**config.mk**
```make
export PLATFORM = sky130hd
export DESIGN_NAME = ddr_init_seq
export DESIGN_NICKNAME = d
export VERILOG_FILES = /design/src/rtl/ddr_init_pkg.sv /design/src/rtl/ddr_init_timer.sv /design/src/rtl/ddr_init_lock_cnt.sv /design/src/rtl/ddr_init_bus_reg.sv /design/src/rtl/ddr_init_seq.sv
export SDC_FILE = /design/constraint.sdc
export NUM_CORES = 1
export LEC_CHECK = 0
export ABC_AREA = 0
export BUFFER_PORTS_ARGS = -buffer_cell sky130_fd_sc_hd__buf_2
export CORE_ASPECT_RATIO = 1.5
export CORE_MARGIN = 5
export CORE_UTILIZATION = 59
export DETAILED_ROUTE_END_ITERATION = 8
export GPL_TIMING_DRIVEN = 1
export PLACE_DENSITY = 0.79
export SLEW_MARGIN = 25
export SYNTH_ARGS = -nofsm -noshare
export SYNTH_HDL_FRONTEND = slang
export SYNTH_HIERARCHICAL = 1
export SYNTH_SLANG_ARGS = --single-unit
```
**constraint.sdc**
```tcl
create_clock -name clk -period 2.5 [get_ports clk]
set_clock_uncertainty 0.2 [all_clocks]
set_input_delay 0.5 -clock clk [delete_from_list [all_inputs] [get_ports clk]]
set_output_delay 0.5 -clock clk [all_outputs]
set_load 0.01 [all_outputs]
```
**src/rtl/ddr_init_pkg.sv**
```systemverilog
package ddr_init_pkg;

    // {cs_n, ras_n, cas_n, we_n}
    typedef enum logic [3:0] {
        CMD_MRS = 4'b0000,
        CMD_REF = 4'b0001,
        CMD_PRE = 4'b0010,
        CMD_NOP = 4'b0111
    } ddr_cmd_e;

    typedef enum logic [3:0] {
        S_PWR_WAIT,
        S_CKE_UP,
        S_PRE_A,
        S_PRE_A_WAIT,
        S_EMRS_DLL,
        S_EMRS_WAIT,
        S_MRS_RST,
        S_MRS_RST_WAIT,
        S_PRE_B,
        S_PRE_B_WAIT,
        S_REF,
        S_REF_WAIT,
        S_MRS_RUN,
        S_MRS_RUN_WAIT,
        S_READY
    } init_state_e;

    typedef struct packed {
        logic        cke;
        ddr_cmd_e    cmd;
        logic [1:0]  ba;
        logic [11:0] addr;
        logic        done;
    } bus_word_t;

    localparam bus_word_t BUS_IDLE = '{cke: 1'b0, cmd: CMD_NOP, ba: 2'b00,
                                       addr: 12'h000, done: 1'b0};

endpackage

```
**src/rtl/ddr_init_timer.sv**
```systemverilog
module ddr_init_timer #(
    parameter int W       = 8,
    parameter int RST_VAL = 0
) (
    input  logic         clk,
    input  logic         rst_n,
    input  logic         load,
    input  logic [W-1:0] load_val,
    output logic         zero
);
    localparam logic [W-1:0] RST_CNT = W'(RST_VAL);

    logic [W-1:0] cnt;

    always_ff @(posedge clk) begin
        if (!rst_n)          cnt <= RST_CNT;
        else if (load)       cnt <= load_val;
        else if (cnt != '0)  cnt <= cnt - 1'b1;
    end

    assign zero = (cnt == '0);

    // an idle countdown only moves down by one per cycle
    a_r8_count_step: assert property (@(posedge clk) disable iff (!rst_n)
        (!load && cnt != '0) |=> (cnt == $past(cnt) - 1'b1));

    // a load is taken exactly
    a_r8_load_taken: assert property (@(posedge clk) disable iff (!rst_n)
        load |=> (cnt == $past(load_val)));

endmodule

```
**src/rtl/ddr_init_lock_cnt.sv**
```systemverilog
module ddr_init_lock_cnt #(
    parameter int T_DLL = 200
) (
    input  logic clk,
    input  logic rst_n,
    input  logic start,
    output logic expired
);
    localparam int LW = (T_DLL < 2) ? 1 : $clog2(T_DLL + 1);
    localparam logic [LW-1:0] START_VAL = (T_DLL < 1) ? '0 : LW'(T_DLL - 1);

    logic [LW-1:0] cnt;
    logic          armed;

    always_ff @(posedge clk) begin
        if (!rst_n) begin
            cnt   <= '0;
            armed <= 1'b0;
        end else if (start) begin
            cnt   <= START_VAL;
            armed <= 1'b1;
        end else if (cnt != '0) begin
            cnt   <= cnt - 1'b1;
        end
    end

    assign expired = armed && (cnt == '0);

    // once the lock window has run out it stays out until restarted
    a_r9_lock_sticky: assert property (@(posedge clk) disable iff (!rst_n)
        (expired && !start) |=> expired);

    // starting the window always clears the expired indication
    a_r9_lock_restart: assert property (@(posedge clk) disable iff (!rst_n)
        (start && T_DLL > 1) |=> !expired);

endmodule

```
**src/rtl/ddr_init_bus_reg.sv**
```systemverilog
module ddr_init_bus_reg
    import ddr_init_pkg::*;
(
    input  logic      clk,
    input  logic      rst_n,
    input  bus_word_t nxt,
    output bus_word_t q
);
    always_ff @(posedge clk) begin
        if (!rst_n) q <= BUS_IDLE;
        else        q <= nxt;
    end

    // clock enable low means the bus rests on NOP
    a_r1_low_cke_nop: assert property (@(posedge clk) disable iff (!rst_n)
        !q.cke |-> (q.cmd == CMD_NOP && !q.done));

    // clock enable never drops once raised
    a_r2_cke_no_fall: assert property (@(posedge clk) disable iff (!rst_n)
        q.cke |=> q.cke);

    // done is sticky and quiet
    a_r10_done_sticky: assert property (@(posedge clk) disable iff (!rst_n)
        q.done |=> q.done);
    a_r10_done_idle: assert property (@(posedge clk) disable iff (!rst_n)
        q.done |-> (q.cke && q.cmd == CMD_NOP));

    // every precharge addresses all banks
    a_r4_pre_all: assert property (@(posedge clk) disable iff (!rst_n)
        (q.cmd == CMD_PRE) |-> (q.addr[10] && q.ba == 2'b00));

    // only one non-NOP command in a row of two cycles
    a_r3_one_cmd: assert property (@(posedge clk) disable iff (!rst_n)
        (q.cmd != CMD_NOP) |=> (q.cmd == CMD_NOP));

endmodule

```
**src/rtl/ddr_init_seq.sv**
```systemverilog
module ddr_init_seq
    import ddr_init_pkg::*;
#(
    parameter int         T_POWERUP = 10000,
    parameter int         T_RP      = 3,
    parameter int         T_RFC     = 9,
    parameter int         T_MRD     = 2,
    parameter int         T_DLL     = 200,
    parameter int         N_REF     = 2,
    parameter logic [2:0] BURST_LEN = 3'b001,
    parameter logic       BURST_SEQ = 1'b0,
    parameter logic [2:0] CAS_LAT   = 3'b010
) (
    input  logic        clk,
    input  logic        rst_n,
    output logic        cke,
    output logic        cs_n,
    output logic        ras_n,
    output logic        cas_n,
    output logic        we_n,
    output logic [1:0]  ba,
    output logic [11:0] addr,
    output logic        init_done
);
    localparam int N_REF_EFF = (N_REF < 2) ? 2 : N_REF;
    localparam int PWR_EFF   = (T_POWERUP < 1) ? 1 : T_POWERUP;
    localparam int M1   = (T_RP  > T_RFC) ? T_RP  : T_RFC;
    localparam int M2   = (M1    > T_MRD) ? M1    : T_MRD;
    localparam int TMAX = (M2    > PWR_EFF) ? M2  : PWR_EFF;
    localparam int TW   = $clog2(TMAX + 1);
    localparam int RW   = $clog2(N_REF_EFF + 1);

    // wait-state reload: the issue cycle plus the one-cycle exit count toward the gap
    localparam logic [TW-1:0] LD_RP  = (T_RP  < 2) ? '0 : TW'(T_RP  - 2);
    localparam logic [TW-1:0] LD_RFC = (T_RFC < 2) ? '0 : TW'(T_RFC - 2);
    localparam logic [TW-1:0] LD_MRD = (T_MRD < 2) ? '0 : TW'(T_MRD - 2);

    // A2:A0 burst length, A3 burst type, A6:A4 CAS latency, A8 DLL reset
    localparam logic [11:0] MODE_RUN = {5'b00000, CAS_LAT, BURST_SEQ, BURST_LEN};
    localparam logic [11:0] MODE_RST = MODE_RUN | 12'h100;
    localparam logic [11:0] EMRS_DLL = 12'h000;
    localparam logic [11:0] PRE_ALL  = 12'h400;

    init_state_e   state, state_nxt;
    logic          tmr_load;
    logic [TW-1:0] tmr_val;
    logic          tmr_zero;
    logic          lock_start;
    logic          lock_done;
    logic [RW-1:0] ref_cnt;
    bus_word_t     bus_nxt, bus_q;

    ddr_init_timer #(
        .W       (TW),
        .RST_VAL (PWR_EFF - 1)
    ) u_timer (
        .clk      (clk),
        .rst_n    (rst_n),
        .load     (tmr_load),
        .load_val (tmr_val),
        .zero     (tmr_zero)
    );

    ddr_init_lock_cnt #(
        .T_DLL (T_DLL)
    ) u_lock (
        .clk     (clk),
        .rst_n   (rst_n),
        .start   (lock_start),
        .expired (lock_done)
    );

    ddr_init_bus_reg u_bus (
        .clk   (clk),
        .rst_n (rst_n),
        .nxt   (bus_nxt),
        .q     (bus_q)
    );

    // state register
    always_ff @(posedge clk) begin
        if (!rst_n) state <= S_PWR_WAIT;
        else        state <= state_nxt;
    end

    // refresh counter
    always_ff @(posedge clk) begin
        if (!rst_n)              ref_cnt <= '0;
        else if (state == S_REF) ref_cnt <= ref_cnt + 1'b1;
    end

    // next state and timer control
    always_comb begin
        state_nxt  = state;
        tmr_load   = 1'b0;
        tmr_val    = '0;
        lock_start = 1'b0;
        unique case (state)
            S_PWR_WAIT:     if (tmr_zero) state_nxt = S_CKE_UP;
            S_CKE_UP:       state_nxt = S_PRE_A;
            S_PRE_A: begin
                tmr_load  = 1'b1;
                tmr_val   = LD_RP;
                state_nxt = S_PRE_A_WAIT;
            end
            S_PRE_A_WAIT:   if (tmr_zero) state_nxt = S_EMRS_DLL;
            S_EMRS_DLL: begin
                tmr_load  = 1'b1;
                tmr_val   = LD_MRD;
                state_nxt = S_EMRS_WAIT;
            end
            S_EMRS_WAIT:    if (tmr_zero) state_nxt = S_MRS_RST;
            S_MRS_RST: begin
                tmr_load   = 1'b1;
                tmr_val    = LD_MRD;
                lock_start = 1'b1;
                state_nxt  = S_MRS_RST_WAIT;
            end
            S_MRS_RST_WAIT: if (tmr_zero) state_nxt = S_PRE_B;
            S_PRE_B: begin
                tmr_load  = 1'b1;
                tmr_val   = LD_RP;
                state_nxt = S_PRE_B_WAIT;
            end
            S_PRE_B_WAIT:   if (tmr_zero) state_nxt = S_REF;
            S_REF: begin
                tmr_load  = 1'b1;
                tmr_val   = LD_RFC;
                state_nxt = S_REF_WAIT;
            end
            S_REF_WAIT: begin
                if (tmr_zero)
                    state_nxt = (ref_cnt == RW'(N_REF_EFF)) ? S_MRS_RUN : S_REF;
            end
            S_MRS_RUN: begin
                tmr_load  = 1'b1;
                tmr_val   = LD_MRD;
                state_nxt = S_MRS_RUN_WAIT;
            end
            S_MRS_RUN_WAIT: if (tmr_zero && lock_done) state_nxt = S_READY;
            S_READY:        state_nxt = S_READY;
            default:        state_nxt = S_PWR_WAIT;
        endcase
    end

    // outputs decoded from the current state, registered in u_bus
    always_comb begin
        bus_nxt     = BUS_IDLE;
        bus_nxt.cke = (state != S_PWR_WAIT);
        unique case (state)
            S_PRE_A, S_PRE_B: begin
                bus_nxt.cmd  = CMD_PRE;
                bus_nxt.addr = PRE_ALL;
            end
            S_EMRS_DLL: begin
                bus_nxt.cmd  = CMD_MRS;
                bus_nxt.ba   = 2'b01;
                bus_nxt.addr = EMRS_DLL;
            end
            S_MRS_RST: begin
                bus_nxt.cmd  = CMD_MRS;
                bus_nxt.addr = MODE_RST;
            end
            S_REF:     bus_nxt.cmd = CMD_REF;
            S_MRS_RUN: begin
                bus_nxt.cmd  = CMD_MRS;
                bus_nxt.addr = MODE_RUN;
            end
            S_READY:   bus_nxt.done = 1'b1;
            default:   bus_nxt.cmd = CMD_NOP;
        endcase
    end

    assign cke       = bus_q.cke;
    assign {cs_n, ras_n, cas_n, we_n} = bus_q.cmd;
    assign ba        = bus_q.ba;
    assign addr      = bus_q.addr;
    assign init_done = bus_q.done;

    // ready is only reached with the DLL lock window spent
    a_r9_ready_locked: assert property (@(posedge clk) disable iff (!rst_n)
        (state == S_READY) |-> lock_done);

    // the refresh loop never runs past its count
    a_r3_ref_bound: assert property (@(posedge clk) disable iff (!rst_n)
        (state == S_REF) |-> (ref_cnt < RW'(N_REF_EFF)));

    // the DLL-reset write starts the lock window
    a_r6_lock_begins: assert property (@(posedge clk) disable iff (!rst_n)
        (state == S_MRS_RST) |=> (state == S_MRS_RST_WAIT && !lock_done));

endmodule

```
==> impl_metrics.json <==
{
  "cellPowerDensity_nw_per_um2": 693,
  "synth_enable_flop_cells": 0,
  "clock_sinks": 49,
  "max_freq_ghz": 0.442,
  "top_layer_used": "met4",
  "synthTopCellsByArea": "dfxtp_1, and2_1, xnor2_1",
  "wire_per_inst_um": 13.3,
  "syn_avg_cell_area_sq_um": 9.40,
  "pre_cts_slack_ns": 0.245,
  "rsz0062_at_grt": "false",
  "place_inst": 322,
  "async_flop_share": 0,
  "synth_warnings": 6,
  "slowest_delay_ns": 0.36,
  "m1WireLength_um": 1810,
  "clkTransAtPathRegs_ns": 0.09,
  "crit_chain": "inv_1, ha_1, or3b_2, nor2_1, and2_1, nand2b_1, a221oi_2, nor2b_1, o221a_1",
  "r2r_setup_slack_ns": 0.24,
  "firstDrtPassIters": 4,
  "drt.antenna.violating_nets": 0,
  "fin_crit_sh": 0.905,
  "vias": 1818,
  "crit_path_top_delay_cell": "dfxtp_1",
  "fillCellCount": 319,
  "die_w_um": 60.9,
  "gp_congestion": 0.851,
  "required_ns": 2.49,
  "reg2reg_depth": 9,
  "hpwl_um": 3170,
  "viasPerCell": 5.51,
  "route.met2.wl_um": 2400,
  "period_minus_slack_ns": 2.26,
  "n_antenna_cell": 0,
  "hold_buffers": 0,
  "critPathMaxFanout": 6,
  "ys_ff_latch": 49,
  "synth_area_sq_um": 2290,
  "crit_path_end": "state[1]$_SDFFE_PN0P_",
  "timing.rr.end": "state[1]$_SDFFE_PN0P_",
  "cap_viol_max_count": 0,
  "drc": 0,
  "fin_ws_ns": 0.237,
  "setup_tns_ns": 0,
  "cp-start-kind": "flop",
  "clk_latency_ns": 0.30,
  "setup_viol_count_final": 0,
  "io_pins": 22,
  "synth_flop_cell": "dfxtp_1",
  "yosysSeqAreaShare": 0.428,
  "cts_buffers": 5,
  "status": "complete, no violations",
  "die-area_sq_um": 5260,
  "nets": 292,
  "hold_viol": 0,
  "area_growth_pct": 14.1,
  "drtIter0Drc": 102,
  "h-tree-depth": 2,
  "routed_wl_um": 4400,
  "instances_no_fill": 330,
  "start_util": 0.617,
  "antenna_found_initial": 0,
  "core_sq_um": 3720,
  "layout-drive-gt1-share": 0.174,
  "clk_path_buf_depth": 2,
  "die_h_um": 86.4,
  "port_buffers": 21,
  "dr_wl_met3_um": 116,
  "path_class": "flop to flop",
  "synth_cells": 244,
  "gr-total-overflow": 0,
  "max-vdd-ir-drop_uv": 593,
  "critPathLaunch": "u_lock/cnt[0]$_SDFFE_PN0P_",
  "synth_largest_area_cell": "dfxtp_1",
  "rows": 27,
  "cts_resized": 0,
  "slew_viol_final": 0,
  "grt_max_degree": 26,
  "p_leak_uw": 0.00107,
  "grt_pass1_vias": 1763,
  "min_path_type": "flop to flop",
  "cts_setup_buffers": 0,
  "end_kind": "flop",
  "ys_top_cells_by_count": "dfxtp_1, and2_1, inv_1, nand2_1, nand2b_1",
  "grt_pass1_wl_um": 7720,
  "synth.most_common_cell": "dfxtp_1",
  "grt_usage": 0.190,
  "yosysUniqueCellTypes": 54,
  "rr_startpoint": "u_lock/cnt[0]$_SDFFE_PN0P_",
  "cts_tree": "built",
  "netlist.area_leader.share": 0.428,
  "cts_root_buffer": "clkbuf_8",
  "worstPathArrival_ns": 2.26
}
[power by group]
part	switching [uW]	leakage [uW]	internal, uW
registers	65.3	0.000400	855
clock network	268	0.0000518	230
logic	217	0.000616	179
total	551	0.00107	1260
[worst max-delay path, delay by kind of cell (launching register included)]
kind,cells,cell delay [ns]
AOI/OAI and AO/OA,2,0.58
adders and majority gates,1,0.21
buffers and inverters,1,0.07
DFF,1,0.36
and+or+nand+nor,5,0.73
[layout make-up]
cell class / count / area [sq um] / area share
Clock buffer: 6 / 82.6 / 0.0315
Inverter: 12 / 45.0 / 0.0172
Tap cell: 43 / 53.8 / 0.0206
Multi-Input combinational cell: 189 / 1270 / 0.486
Clock inverter: 2 / 17.5 / 0.00669
Sequential cell: 49 / 981 / 0.375
Timing Repair Buffer: 29 / 165 / 0.0631
[cell usage in the layout, fill, tap and decap left out, types with 8 or more instances in the layout]
| cell type | instances |
|---|---|
| and2_1 | 22 |
| buf_2 | 21 |
| buf_4 | 8 |
| conb_1 | 21 |
| dfxtp_1 | 49 |
| inv_1 | 12 |
| nand2_1 | 12 |
| nand2b_1 | 11 |
| o21ai_0 | 9 |
| or3_1 | 8 |
| xnor2_1 | 9 |
[per-layer routing]
metal,up-vias,GRT usage
met1,862,0.202
met3,7,0.0462
met4,0,0.0690
li1,929,-
met5,-,0
met2,20,0.350
[cell families (layout without fill, tap and decap cells)]
| kind of cell | count (synthesis) | in the layout | share of synthesized area |
|---|---|---|---|
| mux | 2 | 2 | 0.00927 |
| buf+inv | 26 | 49 | 0.0524 |
| compound gates | 51 | 51 | 0.164 |
| flops | 49 | 49 | 0.428 |
| other cells | 1 | 21 | 0.00164 |
| fa+ha+maj | 4 | 4 | 0.0218 |
| simple gates | 100 | 100 | 0.281 |
| xor+xnor | 11 | 11 | 0.0420 |
[sequential cells by signal (all words and copies together), names as in the netlist]
name	cells
ref_cnt	2
state	4
u_bus/q	20
u_lock/armed	1
u_lock/cnt	8
u_timer/cnt	14
[worst min-delay path by stage]
stage	start	to	slack, ns	cells past startpoint
after floorplan	u_lock/armed$_SDFFE_PN0P_	u_lock/armed$_SDFFE_PN0P_	0.23	1
after global placement	u_lock/armed$_SDFFE_PN0P_	u_lock/armed$_SDFFE_PN0P_	0.26	1
after detailed placement	u_lock/armed$_SDFFE_PN0P_	u_lock/armed$_SDFFE_PN0P_	0.26	1
after CTS	u_lock/armed$_SDFFE_PN0P_	u_lock/armed$_SDFFE_PN0P_	0.28	1
after global routing	u_lock/armed$_SDFFE_PN0P_	u_lock/armed$_SDFFE_PN0P_	0.31	1
final	u_lock/armed$_SDFFE_PN0P_	u_lock/armed$_SDFFE_PN0P_	0.29	1
[metrics by stage]
step	area, sq um	utilization	hold slack, ns	total power (uW)
after floorplan	2370	-	0.232	1250
after global placement	2520	0.677	0.256	1320
after detailed placement	2520	0.677	0.259	1330
after CTS	2620	0.704	0.281	1830
after global routing	2620	0.704	0.306	1940
final	2620	0.704	0.287	1810
(Power assumes the default switching activity.)
